## src/rtl/pmc_pkg.sv

```systemverilog
package pmc_pkg;
  typedef enum logic [2:0] {
    PM_NORMAL = 3'd0,
    PM_SLOW   = 3'd1,
    PM_IDLE   = 3'd2,
    PM_STOP   = 3'd3,
    PM_DISP   = 3'd4,
    PM_SETTLE = 3'd5
  } pm_state_t;

  typedef struct packed {
    logic cpu;
    logic periph;
    logic disp;
    logic pll;
  } gate_t;

  localparam logic [2:0] MAX_REQ_CODE = 3'd4;

  function automatic logic req_code_ok(input logic [2:0] code);
    return code <= MAX_REQ_CODE;
  endfunction

  function automatic gate_t gates_of(input pm_state_t s);
    gate_t g;
    g.cpu    = (s == PM_NORMAL) || (s == PM_SLOW);
    g.periph = g.cpu || (s == PM_IDLE);
    g.disp   = g.periph || (s == PM_DISP);
    g.pll    = (s != PM_SLOW);
    return g;
  endfunction

  function automatic logic [2:0] visible_code(input pm_state_t s);
    return (s == PM_SETTLE) ? 3'd3 : 3'(s);
  endfunction
endpackage

```

## src/rtl/pmc_wake.sv

```systemverilog
module pmc_wake #(
  parameter int N_EXT = 8
) (
  input  logic [N_EXT-1:0] ext_irq,
  input  logic             alarm_irq,
  input  logic             any_irq,
  output logic             stop_wake,
  output logic             idle_wake
);
  logic [N_EXT:0] src;
  assign src = {alarm_irq, ext_irq};

  assign stop_wake = |src;
  assign idle_wake = any_irq | stop_wake;
endmodule

```

## src/rtl/pmc_mode_fsm.sv

```systemverilog
module pmc_mode_fsm
  import pmc_pkg::*;
#(
  parameter int CNT_W = 8
) (
  input  logic             clk,
  input  logic             rst_n,
  input  logic             req_valid,
  input  logic [2:0]       req_mode,
  input  logic [CNT_W-1:0] settle_val,
  input  logic             stop_wake,
  input  logic             idle_wake,
  output pm_state_t        state,
  output logic             req_taken
);
  logic [CNT_W-1:0] cnt, cnt_nxt;
  pm_state_t        nxt;
  logic             req_ok;
  logic             settle_end;

  assign req_ok     = req_valid && req_code_ok(req_mode);
  assign settle_end = (state == PM_SETTLE) && (cnt == '0);

  always_comb begin
    nxt       = state;
    cnt_nxt   = cnt;
    req_taken = 1'b0;
    case (state)
      PM_SETTLE: begin
        if (settle_end) nxt = PM_NORMAL;
        else            cnt_nxt = cnt - 1'b1;
      end
      PM_IDLE: begin
        if (idle_wake) nxt = PM_NORMAL;
        else if (req_ok) begin nxt = pm_state_t'(req_mode); req_taken = 1'b1; end
      end
      PM_STOP: begin
        if (stop_wake) begin nxt = PM_SETTLE; cnt_nxt = settle_val; end
        else if (req_ok) begin nxt = pm_state_t'(req_mode); req_taken = 1'b1; end
      end
      PM_DISP: begin
        if (stop_wake) nxt = PM_NORMAL;
        else if (req_ok) begin nxt = pm_state_t'(req_mode); req_taken = 1'b1; end
      end
      default: begin
        if (req_ok) begin nxt = pm_state_t'(req_mode); req_taken = 1'b1; end
      end
    endcase
  end

  always_ff @(posedge clk or negedge rst_n) begin
    if (!rst_n) begin
      state <= PM_NORMAL;
      cnt   <= '0;
    end else begin
      state <= nxt;
      cnt   <= cnt_nxt;
    end
  end

  p_idle_wake_r8: assert property (@(posedge clk) disable iff (!rst_n)
    (state == PM_IDLE && idle_wake) |=> state == PM_NORMAL);

  p_bad_code_r3: assert property (@(posedge clk) disable iff (!rst_n)
    (req_valid && !req_code_ok(req_mode) && !idle_wake && state != PM_SETTLE)
      |=> $stable(state));

  p_settle_hold_r9: assert property (@(posedge clk) disable iff (!rst_n)
    (state == PM_SETTLE && !settle_end) |=> state == PM_SETTLE);

  p_settle_exit_r9: assert property (@(posedge clk) disable iff (!rst_n)
    settle_end |=> state == PM_NORMAL);

  p_settle_locked_r13: assert property (@(posedge clk) disable iff (!rst_n)
    (state == PM_SETTLE) |-> !req_taken);

  p_stop_holds_r10: assert property (@(posedge clk) disable iff (!rst_n)
    (state == PM_STOP && !stop_wake && !req_valid) |=> state == PM_STOP);
endmodule

```

## src/rtl/pmc_gate_map.sv

```systemverilog
module pmc_gate_map
  import pmc_pkg::*;
#(
  parameter int N_PERIPH = 16
) (
  input  logic                clk,
  input  logic                rst_n,
  input  pm_state_t           state,
  input  logic [N_PERIPH-1:0] sw_clk_en,
  input  logic                disp_sw_en,
  output logic                cpu_clk_en,
  output logic [N_PERIPH-1:0] periph_clk_en,
  output logic                disp_clk_en,
  output logic                pll_sel
);
  gate_t g;
  assign g = gates_of(state);

  assign cpu_clk_en  = g.cpu;
  assign disp_clk_en = g.disp & disp_sw_en;
  assign pll_sel     = g.pll;

  for (genvar i = 0; i < N_PERIPH; i++) begin : g_periph
    assign periph_clk_en[i] = sw_clk_en[i] & g.periph;
  end

  p_disp_only_r7: assert property (@(posedge clk) disable iff (!rst_n)
    (state == PM_DISP) |-> (!cpu_clk_en && periph_clk_en == '0 && disp_clk_en == disp_sw_en));

  p_idle_keeps_r5: assert property (@(posedge clk) disable iff (!rst_n)
    (state == PM_IDLE) |-> (!cpu_clk_en && periph_clk_en == sw_clk_en));
endmodule

```

## src/rtl/pmc_top.sv

```systemverilog
module pmc_top
  import pmc_pkg::*;
#(
  parameter int N_EXT    = 8,
  parameter int N_PERIPH = 16,
  parameter int CNT_W    = 8
) (
  input  logic                clk,
  input  logic                rst_n,
  input  logic                req_valid,
  input  logic [2:0]          req_mode,
  input  logic [CNT_W-1:0]    settle_val,
  input  logic [N_EXT-1:0]    ext_irq,
  input  logic                alarm_irq,
  input  logic                any_irq,
  input  logic [N_PERIPH-1:0] sw_clk_en,
  input  logic                disp_sw_en,
  output logic                cpu_clk_en,
  output logic [N_PERIPH-1:0] periph_clk_en,
  output logic                disp_clk_en,
  output logic                pll_sel,
  output logic [2:0]          mode_o,
  output logic                settling_o
);
  pm_state_t state;
  logic      stop_wake, idle_wake, req_taken;

  pmc_wake #(.N_EXT(N_EXT)) u_wake (
    .ext_irq(ext_irq), .alarm_irq(alarm_irq), .any_irq(any_irq),
    .stop_wake(stop_wake), .idle_wake(idle_wake)
  );

  pmc_mode_fsm #(.CNT_W(CNT_W)) u_fsm (
    .clk(clk), .rst_n(rst_n), .req_valid(req_valid), .req_mode(req_mode),
    .settle_val(settle_val), .stop_wake(stop_wake), .idle_wake(idle_wake),
    .state(state), .req_taken(req_taken)
  );

  pmc_gate_map #(.N_PERIPH(N_PERIPH)) u_gate (
    .clk(clk), .rst_n(rst_n), .state(state), .sw_clk_en(sw_clk_en),
    .disp_sw_en(disp_sw_en), .cpu_clk_en(cpu_clk_en),
    .periph_clk_en(periph_clk_en), .disp_clk_en(disp_clk_en), .pll_sel(pll_sel)
  );

  assign mode_o     = visible_code(state);
  assign settling_o = (state == PM_SETTLE);

  p_stop_dark_r6: assert property (@(posedge clk) disable iff (!rst_n)
    (mode_o == 3'd3) |-> (!cpu_clk_en && !disp_clk_en && periph_clk_en == '0));

  p_periph_needs_sw_r12: assert property (@(posedge clk) disable iff (!rst_n)
    (periph_clk_en & ~sw_clk_en) == '0);

  p_slow_bypass_r4: assert property (@(posedge clk) disable iff (!rst_n)
    (!pll_sel) |-> (mode_o == 3'd1 && cpu_clk_en));

  p_taken_moves_r2: assert property (@(posedge clk) disable iff (!rst_n)
    req_taken |=> mode_o == $past(req_mode));
endmodule

```

## config.mk

```make
export PLATFORM = sky130hd
export DESIGN_NAME = pmc_top
export DESIGN_NICKNAME = d
export VERILOG_FILES = /design/src/rtl/pmc_pkg.sv /design/src/rtl/pmc_wake.sv /design/src/rtl/pmc_mode_fsm.sv /design/src/rtl/pmc_gate_map.sv /design/src/rtl/pmc_top.sv
export SDC_FILE = /design/constraint.sdc
export NUM_CORES = 1
export LEC_CHECK = 0
export BUFFER_PORTS_ARGS = -buffer_cell sky130_fd_sc_hd__buf_2
export CAP_MARGIN = 20
export CORE_ASPECT_RATIO = 1.2
export CORE_MARGIN = 2
export CORE_UTILIZATION = 43
export CTS_BUF_LIST = sky130_fd_sc_hd__clkbuf_4 sky130_fd_sc_hd__clkbuf_8
export CTS_CLUSTER_SIZE = 12
export DETAILED_ROUTE_END_ITERATION = 8
export PLACE_DENSITY = 0.79
export RECOVER_POWER = 100
export SLEW_MARGIN = 0
export SYNTH_ARGS = -nofsm -noshare
export SYNTH_HDL_FRONTEND = slang
export SYNTH_SLANG_ARGS = --single-unit
```

## constraint.sdc

```tcl
create_clock -name clk -period 2.4 [get_ports clk]
set_input_delay 0.48 -clock clk [delete_from_list [all_inputs] [get_ports clk]]
set_output_delay 0.48 -clock clk [all_outputs]
set_load 0.05 [all_outputs]
```

Word-level counts from Yosys, hierarchy flattened
Index checks and enable logic that the tools add are counted.

operators by class
  bitwise gates (word level) = 18
  $add $sub $neg = 1
  equality and inequality tests = 9
  $lt $le $gt $ge = 1
  reduce and logical (&&, ||, !) cells = 10
  mux-type cells = 10

operator list
  operator               count
  $mux W3                6
  $and A1 B1 Y1          17
  $mux W8                2
  $pmux W8 S2            1
  $pmux W3 S4            1
  $reduce_or A9 Y1       1
  $logic_not A8 Y1       1
  $sub A8 B1 Y8 const B  1
  $eq A3 B2 Y1 const B   2
  $eq A3 B3 Y1 const B   2
  $ne A2 B2 Y1 const B   2
  $eq A3 B1 Y1 const B   1
  $le A3 B3 Y1 const B   1
  $logic_not A3 Y1       1
  $logic_or A1 B1 Y1     3
  $ne A3 B1 Y1 const B   1
  $reduce_and A3 Y1      1
  $logic_and A1 B1 Y1    2
  $ne A2 B1 Y1 const B   1
  $reduce_bool A2 Y1     1
  $or A1 B1 Y1           1

storage, ports and cells
  input bits = 41
  output and inout bits = 23
  register bits = 11
  word-level logic and storage cells = 51

Logic depth before layout (Yosys ltp)
Gate-level depths: netlist of run 1.

  depth after elaboration = 5
  mapped depth = 7

Cells and area by module
From an unflattened synthesis of run 1, not the netlist that was laid out.

second synthesis, totals
  cell total of the unflattened synthesis = 138
  area, all modules = 1098.6 um^2

by module, submodules not included
  module        instances  cells an instance  area an instance (um^2)  seq. area each (um^2)
  pmc_mode_fsm  1          104                874.6                    275.3
  pmc_gate_map  1          23                 158.9                    0.0
  pmc_wake      1          5                  35.0                     0.0
  pmc_top       1          6                  30.0                     0.0

Least setup slack after synthesis of run 1
OpenSTA, ideal clock, no wires.

  kind = flip-flop to output port
  start point = register u_fsm.state[1]
  end point = output port periph_clk_en[0]
  data arrival time = 2172 ps
  slack = -252 ps
  cell stages (with the launch flop) = 6
  data required time = 1920 ps
  cells stage by stage = dfrtp_1 -> inv_1 -> ha_1 -> nor2_1 -> clkbuf_1 -> nor2b_1

between the ends
  longest elaborated chain between the ends = 4
  elaborated cells between the ends (all ways) = 6
  those cells by class = eq/ne (2); bitwise (1); reduce/logical (3)

ends and longest elaborated chain
  what                                                     line                RTL
  start, declared                                          pmc_mode_fsm.sv:13  output pm_state_t state,
  start signal, assigned                                   pmc_mode_fsm.sv:56  state <= nxt;
  $eq A3 B1 Y1 / $logic_not A3 Y1 (equally long branches)  pmc_pkg.sv:26       g.cpu = (s == PM_NORMAL) || (s == PM_SLOW);
  $logic_or A1 B1 Y1 (*)                                   pmc_pkg.sv:26
  named net cpu_clk_en                                     pmc_top.sv:18       output logic cpu_clk_en,
  $logic_or A1 B1 Y1 (*)                                   pmc_pkg.sv:27       g.periph = g.cpu || (s == PM_IDLE);
  $and A1 B1 Y1 (*)                                        pmc_gate_map.sv:24  assign periph_clk_en[i] = sw_clk_en[i] & g.periph;
  end, declared                                            pmc_top.sv:19       output logic [N_PERIPH-1:0] periph_clk_en,

Mark *: on every way through the listed nets, which the timed path passes. The rest lies on a longest branch.

Worst setup path in the final report of run 1
  start point = register u_fsm.state[1]
  end point = output port periph_clk_en[12]

between the ends
  longest elaborated chain between the ends = 4
  elaborated cells between the ends (all ways) = 6
  those cells by class = eq/ne (2); bitwise (1); reduce/logical (3)

ends and longest elaborated chain
  what                                                     line
  $eq A3 B1 Y1 / $logic_not A3 Y1 (equally long branches)  pmc_pkg.sv:26
  $logic_or A1 B1 Y1                                       pmc_pkg.sv:26
  $logic_or A1 B1 Y1 (*)                                   pmc_pkg.sv:27
  $and A1 B1 Y1 (*)                                        pmc_gate_map.sv:24

Mark *: on every way between the ends. The rest lies on a longest branch, timed or not.

==> results.md, run 1 <==
- Post-cts resize count: 0
- Number of global-route vias before repair: about 1,000
- Mean Syn Cell Area: between 8 and 9 um2
- Sum of negative setup slack: 0 ps
- Reg clk slew, reported paths: around 80 ps
- Die width: about 47 um
- Vias per cell: approximately 5.2
- Met2 WL: 1370 um
- Period minus WS final: between 2000 and 2500 ps
- Initial antenna violation count: 0
- Leak pwr: about 0.63 nW
- Slew @ Worst Pin: 587 ps
- Highest routed metal layer: met4
- ANT nets after route: 0
- Fin. Hold Viols: 0
- Worst setup margin: between 150 and 200 ps
- Slowest stage delay, CP: roughly 470 ps
- Routed WL per cell: 12.0 um
- Core Region: 2070 um2
- Deepest clock path buffer count: 2
- Placed Area: 1330 um2
- Yosys cell types: 35
- Clock Skews: around 7.0 ps
- Initial Utilization: 46.2%
- RSZ-0062 raised after global routing: false
- IO Pins: 64
- Internal Power: about 730 uW
- Final wirelength: approximately 2500 um
- CTS Buf Count: 3
- M1 WL: about 1100 um
- Comb pwr share: about 73%
- DR pass1 iterations: 4
- Placed Instances: around 210
- Warnings, synthesis: 0
- Area growth syn-to-layout: 39.9%
- Cell Count, Final, Fillers Out: approximately 210
- Share of layout cells above drive strength 1: between 40% and 50%
- Switching Fraction: between 60% and 70%
- Critical Path RT: ~1900 ps
- Post-DP HPWL: about 2100 um
- Number of port buffers: 63
- Period Utilization, post-route: ~93%
- Status: finished clean
- Area share of the largest cell type after synthesis: approximately 29%
- Post-Synthesis Cells: 118
- Power Density: between 1000 and 1500 nW/um2
- Fin util: between 60% and 70%
- Clock Latency Late Sink: between 200 and 300 ps
- Die Height: approximately 56 um
- Slew Limit Headroom: 60.9%
- Wire length on met3: 85 um
- Critical path type: reg -> out
- Antenna cells: 0
- Post-Syn Nets: 162
- Final setup vio count: 0
- Largest net degree at the start of global routing: 22
- Overall Global Routing Usage: between 20% and 30%
- CTS tree: yes
- Congestion Overflow GR: 0
- Final GP Congestion: about 0.85
- Worst-path fanout max: 16
- Drt initial violations: 17
- Floorplan row count: 18
- First-pass GRT wire length: between 4000 and 5000 um
- Peak supply drop: 1.10 mV
- Final-stage net count: approximately 230
- Clock sinks: 11
- Max Freq: 448 MHz
- Sequential share of power: 20.1%
- Final Max Slew Viols: 0
- Pre-CTS setup slack: roughly 260 ps
- Critical Path Source Type: flip-flop
- Post-route DRC: 0
- Sequential area share after synthesis: 28.8%
- Crit. End Element: output port
- Post-synthesis instance area: between 900 and 1000 um2
- DIE AREA: about 2600 um2
- Number of synthesized register bits: 11
- Design area: ~1300 um2
- Top cells by area, synth: dfrtp_1, nor2b_1, a21oi_1
- Vias: around 1,100
- CTS HTree Levels: 1
- Hold_buf cts: 0
- Root Driver: clkbuf_4
- Max cap viols: 0
- Leading area contributor after synthesis: dfrtp_1
- Buffer count from post-CTS setup fixing: 0
- Post-synth ARST share: 100%
- HP Class: in -> async
- Critical-path cell with the highest stage delay: dfrtp_1
- Clock share of power: roughly 6.9%
- Net load switching power: between 1 and 1.5 mW
- Worst path cell trace: inv_1 > ha_1 > nor2_1 > buf_4 > nor2b_1 > clkbuf_2
- Number of synthesized flops with an enable pin: 0
- Synth Flop Type: dfrtp_1
- Crit path arrival time: between 1500 and 2000 ps
## sequential cells by signal (all words and copies together) (netlist names)
signal	cells
u_fsm.cnt	8
u_fsm.state	3
## worst paths after layout
kind | startpoint | end | slack, ps | cells past startpoint
max | u_fsm.state[1] | periph_clk_en[12] | 170 | 6
min | rst_n | u_fsm.cnt[2] | 170 | 1
max reg2reg | u_fsm.cnt[4] | u_fsm.cnt[3] | 210 | 4
min reg2reg | u_fsm.cnt[5] | u_fsm.cnt[5] | 520 | 1
max in group asynchronous | rst_n | u_fsm.cnt[3] | 1840 | 1
min in group clk | settle_val[0] | u_fsm.cnt[0] | 490 | 2
## power by group through the flow
stage | combinational, mW | clock [mW] | sequential [mW]
finish | 1.38 | 0.130 | 0.380
global route | 1.49 | 0.141 | 0.396
CTS | 1.41 | 0.132 | 0.378
detailed placement | 1.41 | 0 | 0.382
global placement | 1.39 | 0 | 0.376
floorplan | 1.15 | 0 | 0.340
## synthesized netlist by cell type (all sizes together), types with 2 or more instances
cell,instances
o31ai,2
nor2b,18
o21a,4
o2bb2ai,4
nand3,2
nand3b,2
buf,2
a211oi,2
a21oi,8
nor3,5
ha,3
nand2,2
o21ai,6
inv,6
dfrtp,11
or3,3
nand2b,5
nor2,6
o211ai,4
and3b,2
nor4,5
clkbuf,4
## stage by stage
step | hold slack, ps | power, mW
detailed placement | 366 | 1.79
CTS | 67.5 | 1.92
floorplan | 184 | 1.49
global route | 236 | 2.03
global placement | 360 | 1.76
finish | 172 | 1.89
## critical path, delay by kind of cell, from the launching register on
kind | cells | cell delay [ps]
buffers and inverters | 3 | 590
adders and majority gates | 1 | 240
and+or+nand+nor | 2 | 180
DFF | 1 | 470
## layout make-up
cell class / instances / area (um2)
repair buffers: 66 / 325
inverters: 6 / 22.5
fillers: 187 / 733
flip-flops and latches: 11 / 275
well taps: 30 / 37.5
clock buffers: 3 / 22.5
multi-input cells: 95 / 651
clock inverters: 1 / 5.00
## routing by layer
layer,GRT usage (%),up-vias
met2,33.9,27
met1,28.8,500
met4,5.56,0
met3,3.25,2
met5,0,-
li1,-,572
## layout by cell type (no fill, tap or decap), types with 4 or more instances in the layout
| master | instances |
|---|---|
| buf_2 | 40 |
| clkbuf_2 | 16 |
| dfrtp_1 | 11 |
| nor2b_2 | 10 |
| a21oi_1 | 8 |
| nor2b_1 | 8 |
| clkbuf_1 | 8 |
| inv_1 | 6 |
| nor2_1 | 6 |
| o21ai_0 | 6 |
| nand2b_1 | 5 |
| nor4_1 | 5 |
| nor3_1 | 5 |
| o21a_1 | 4 |
| o211ai_1 | 4 |
| o2bb2ai_1 | 4 |
## kinds of logic (layout without fill, tap and decap cells)
logic type | Yosys count | in the layout | share of synthesized area (%)
compound gates | 37 | 37 | 27.2
mux | 1 | 1 | 1.05
flops | 11 | 11 | 28.8
fa+ha+maj | 3 | 3 | 3.92
simple gates | 54 | 54 | 33.6
buf+inv | 12 | 76 | 5.49
(Power assumes the default switching activity.)
==> inputs of run 2 (changes only) <==
- CORE_UTILIZATION: 43 -> 40
- PLACE_DENSITY: 0.79 -> 0.74
==> results.md, run 2 (synthesized netlist as in run 1, its figures left out) <==
- Family with the most delay on the worst path: buffers and inverters
- Worst setup margin: between 100 and 150 ps
- Placed Instances: 210
- Final GP Congestion: 0.849
- Cell Count, Final, Fillers Out: approximately 210
- Commonest non-fill, non-tap cell in the layout: buf_2
- Max FFs per register: 8
- Die width: around 50 um
- Die Height: 57.6 um
- Overall Global Routing Usage: between 10% and 20%
- Largest net degree at the start of global routing: 17
- HP Class: in -> async
- Reg2Reg Capture Point: u_fsm.cnt[5]
- First-pass GRT wire length: 4300 um
- Worst path cell trace: inv_1 > ha_1 > nor2_1 > buf_4 > nor2b_1 > buf_2
- CTS HTree Levels: 1
- Critical Path Source Type: flip-flop
- Final setup vio count: 0
- Largest regs: u_fsm.cnt: 8 flops, u_fsm.state: 3 flops
- Period minus WS final: 2260 ps
- Buffer count from post-CTS setup fixing: 0
- CTS Buf Count: 3
- DIE AREA: 2800 um2
- Slew @ Worst Pin: roughly 650 ps
- Max Freq: around 440 MHz
- Post-cts resize count: 0
- Drt initial violations: 27
- Clock Latency Late Sink: ~270 ps
- Fill cells: roughly 230
- Final wirelength: approximately 2700 um
- Post-DP HPWL: roughly 2200 um
- Final-stage net count: ~230
- Critical path type: reg -> out
- Period Utilization, post-route: 94.3%
- Critical-path cell with the highest stage delay: dfrtp_1
- Fin. Hold Viols: 0
- Reg2reg setup slack: around 180 ps
- Final Max Slew Viols: 0
- Max cap viols: 0
- Crit. End Element: output port
- Number of global-route vias before repair: 1,016
- Hold WS: around 200 ps
- Initial antenna violation count: 0
- CTS tree: yes
- Clock Skews: ~1.2 ps
- Routed WL per cell: about 13 um
- Leak pwr: roughly 0.64 nW
- RSZ-0062 raised after global routing: false
- Post-route DRC: 0
- ANT nets after route: 0
- Pre-CTS setup slack: 282 ps
- Deepest clock path buffer count: 2
- Floorplan row count: 19
- Root Driver: clkbuf_4
- Antenna cells: 0
- Critical Path RT: approximately 1900 ps
- Congestion Overflow GR: 0
- Share of layout cells above drive strength 1: around two fifths
- Clock sinks: 11
- Register with the most flip-flops: u_fsm.cnt
- Peak supply drop: around 1.1 mV
- Worst-path fanout max: 16
- Vias per cell: roughly 5.2
- Power Density: between 1000 and 1500 nW/um2
- Worst path buffer plus inverter count: 3
- Depth of the most critical reg-to-reg path: 6
- Number of port buffers: 63
- Most frequent cells in the layout: buf_2, clkbuf_2, dfrtp_1
- Core Region: approximately 2300 um2
- DR pass1 iterations: 4
- Reg clk slew, reported paths: approximately 80 ps
- Fin util: between 50 and 60%
- Status: finished clean
- Sum of negative setup slack: 0 ps
- Initial Utilization: 41.9%
- Slowest stage delay, CP: 440 ps
- Crit path arrival time: 1780 ps
- Reg2Reg Launch Point: u_fsm.cnt[4]
- Area growth syn-to-layout: 40.4%
- IO Pins: between 60 and 70
- Hold_buf cts: 0
- Slew Limit Headroom: a little under three fifths
- Vias: about 1,100
## run 2: cell types whose count changed in the layout (fill, tap and decap cells not counted)
cell / before / now
buf_2: 40 / 42
clkbuf_1: 8 / 9
clkbuf_2: 16 / 14
## run 2: worst max path at each step
stage / startpoint / end / slack [ps] / depth (start not counted)
3_3_place_gp: u_fsm.cnt[4] / u_fsm.cnt[3] / 320 / 4
2_1_floorplan: u_fsm.state[1] / periph_clk_en[0] / -100 / 5
5_1_grt: u_fsm.state[2] / periph_clk_en[11] / 10 / 6
6_report: u_fsm.state[2] / periph_clk_en[11] / 140 / 6
4_1_cts: u_fsm.state[1] / periph_clk_en[11] / 120 / 6
3_5_place_dp: u_fsm.cnt[4] / u_fsm.cnt[3] / 280 / 4
## run 2: area by class of cell
type	instances	area [um2]	share of cell area (%)
Tap cell	31	38.8	2.89
Clock inverter	1	5.00	0.372
Inverter	6	22.5	1.68
Multi-Input combinational cell	95	651	48.4
Clock buffer	3	22.5	1.68
Sequential cell	11	275	20.5
Timing Repair Buffer	67	329	24.5
## run 2: where the power goes
group | leakage [nW] | switching [mW] | internal (mW)
Clock | 0.0177 | 0.0725 | 0.0618
Sequential | 0.137 | 0.110 | 0.268
Combinational | 0.481 | 1.01 | 0.403
Total | 0.636 | 1.19 | 0.733
## run 2: per-layer routing
layer	vias up	routed length [um]	GRT usage (%)
met4	0	0	5.31
met2	33	1440	33.7
met3	0	114	3.66
met1	505	1190	24.6
met5	-	0	0
li1	567	-	-
## run 2: stage by stage
step,power (mW),area (um2)
2_1_floorplan,1.49,982
3_3_place_gp,1.78,1340
3_5_place_dp,1.82,1340
4_1_cts,1.96,1360
5_1_grt,2.05,1340
6_report,1.92,1340
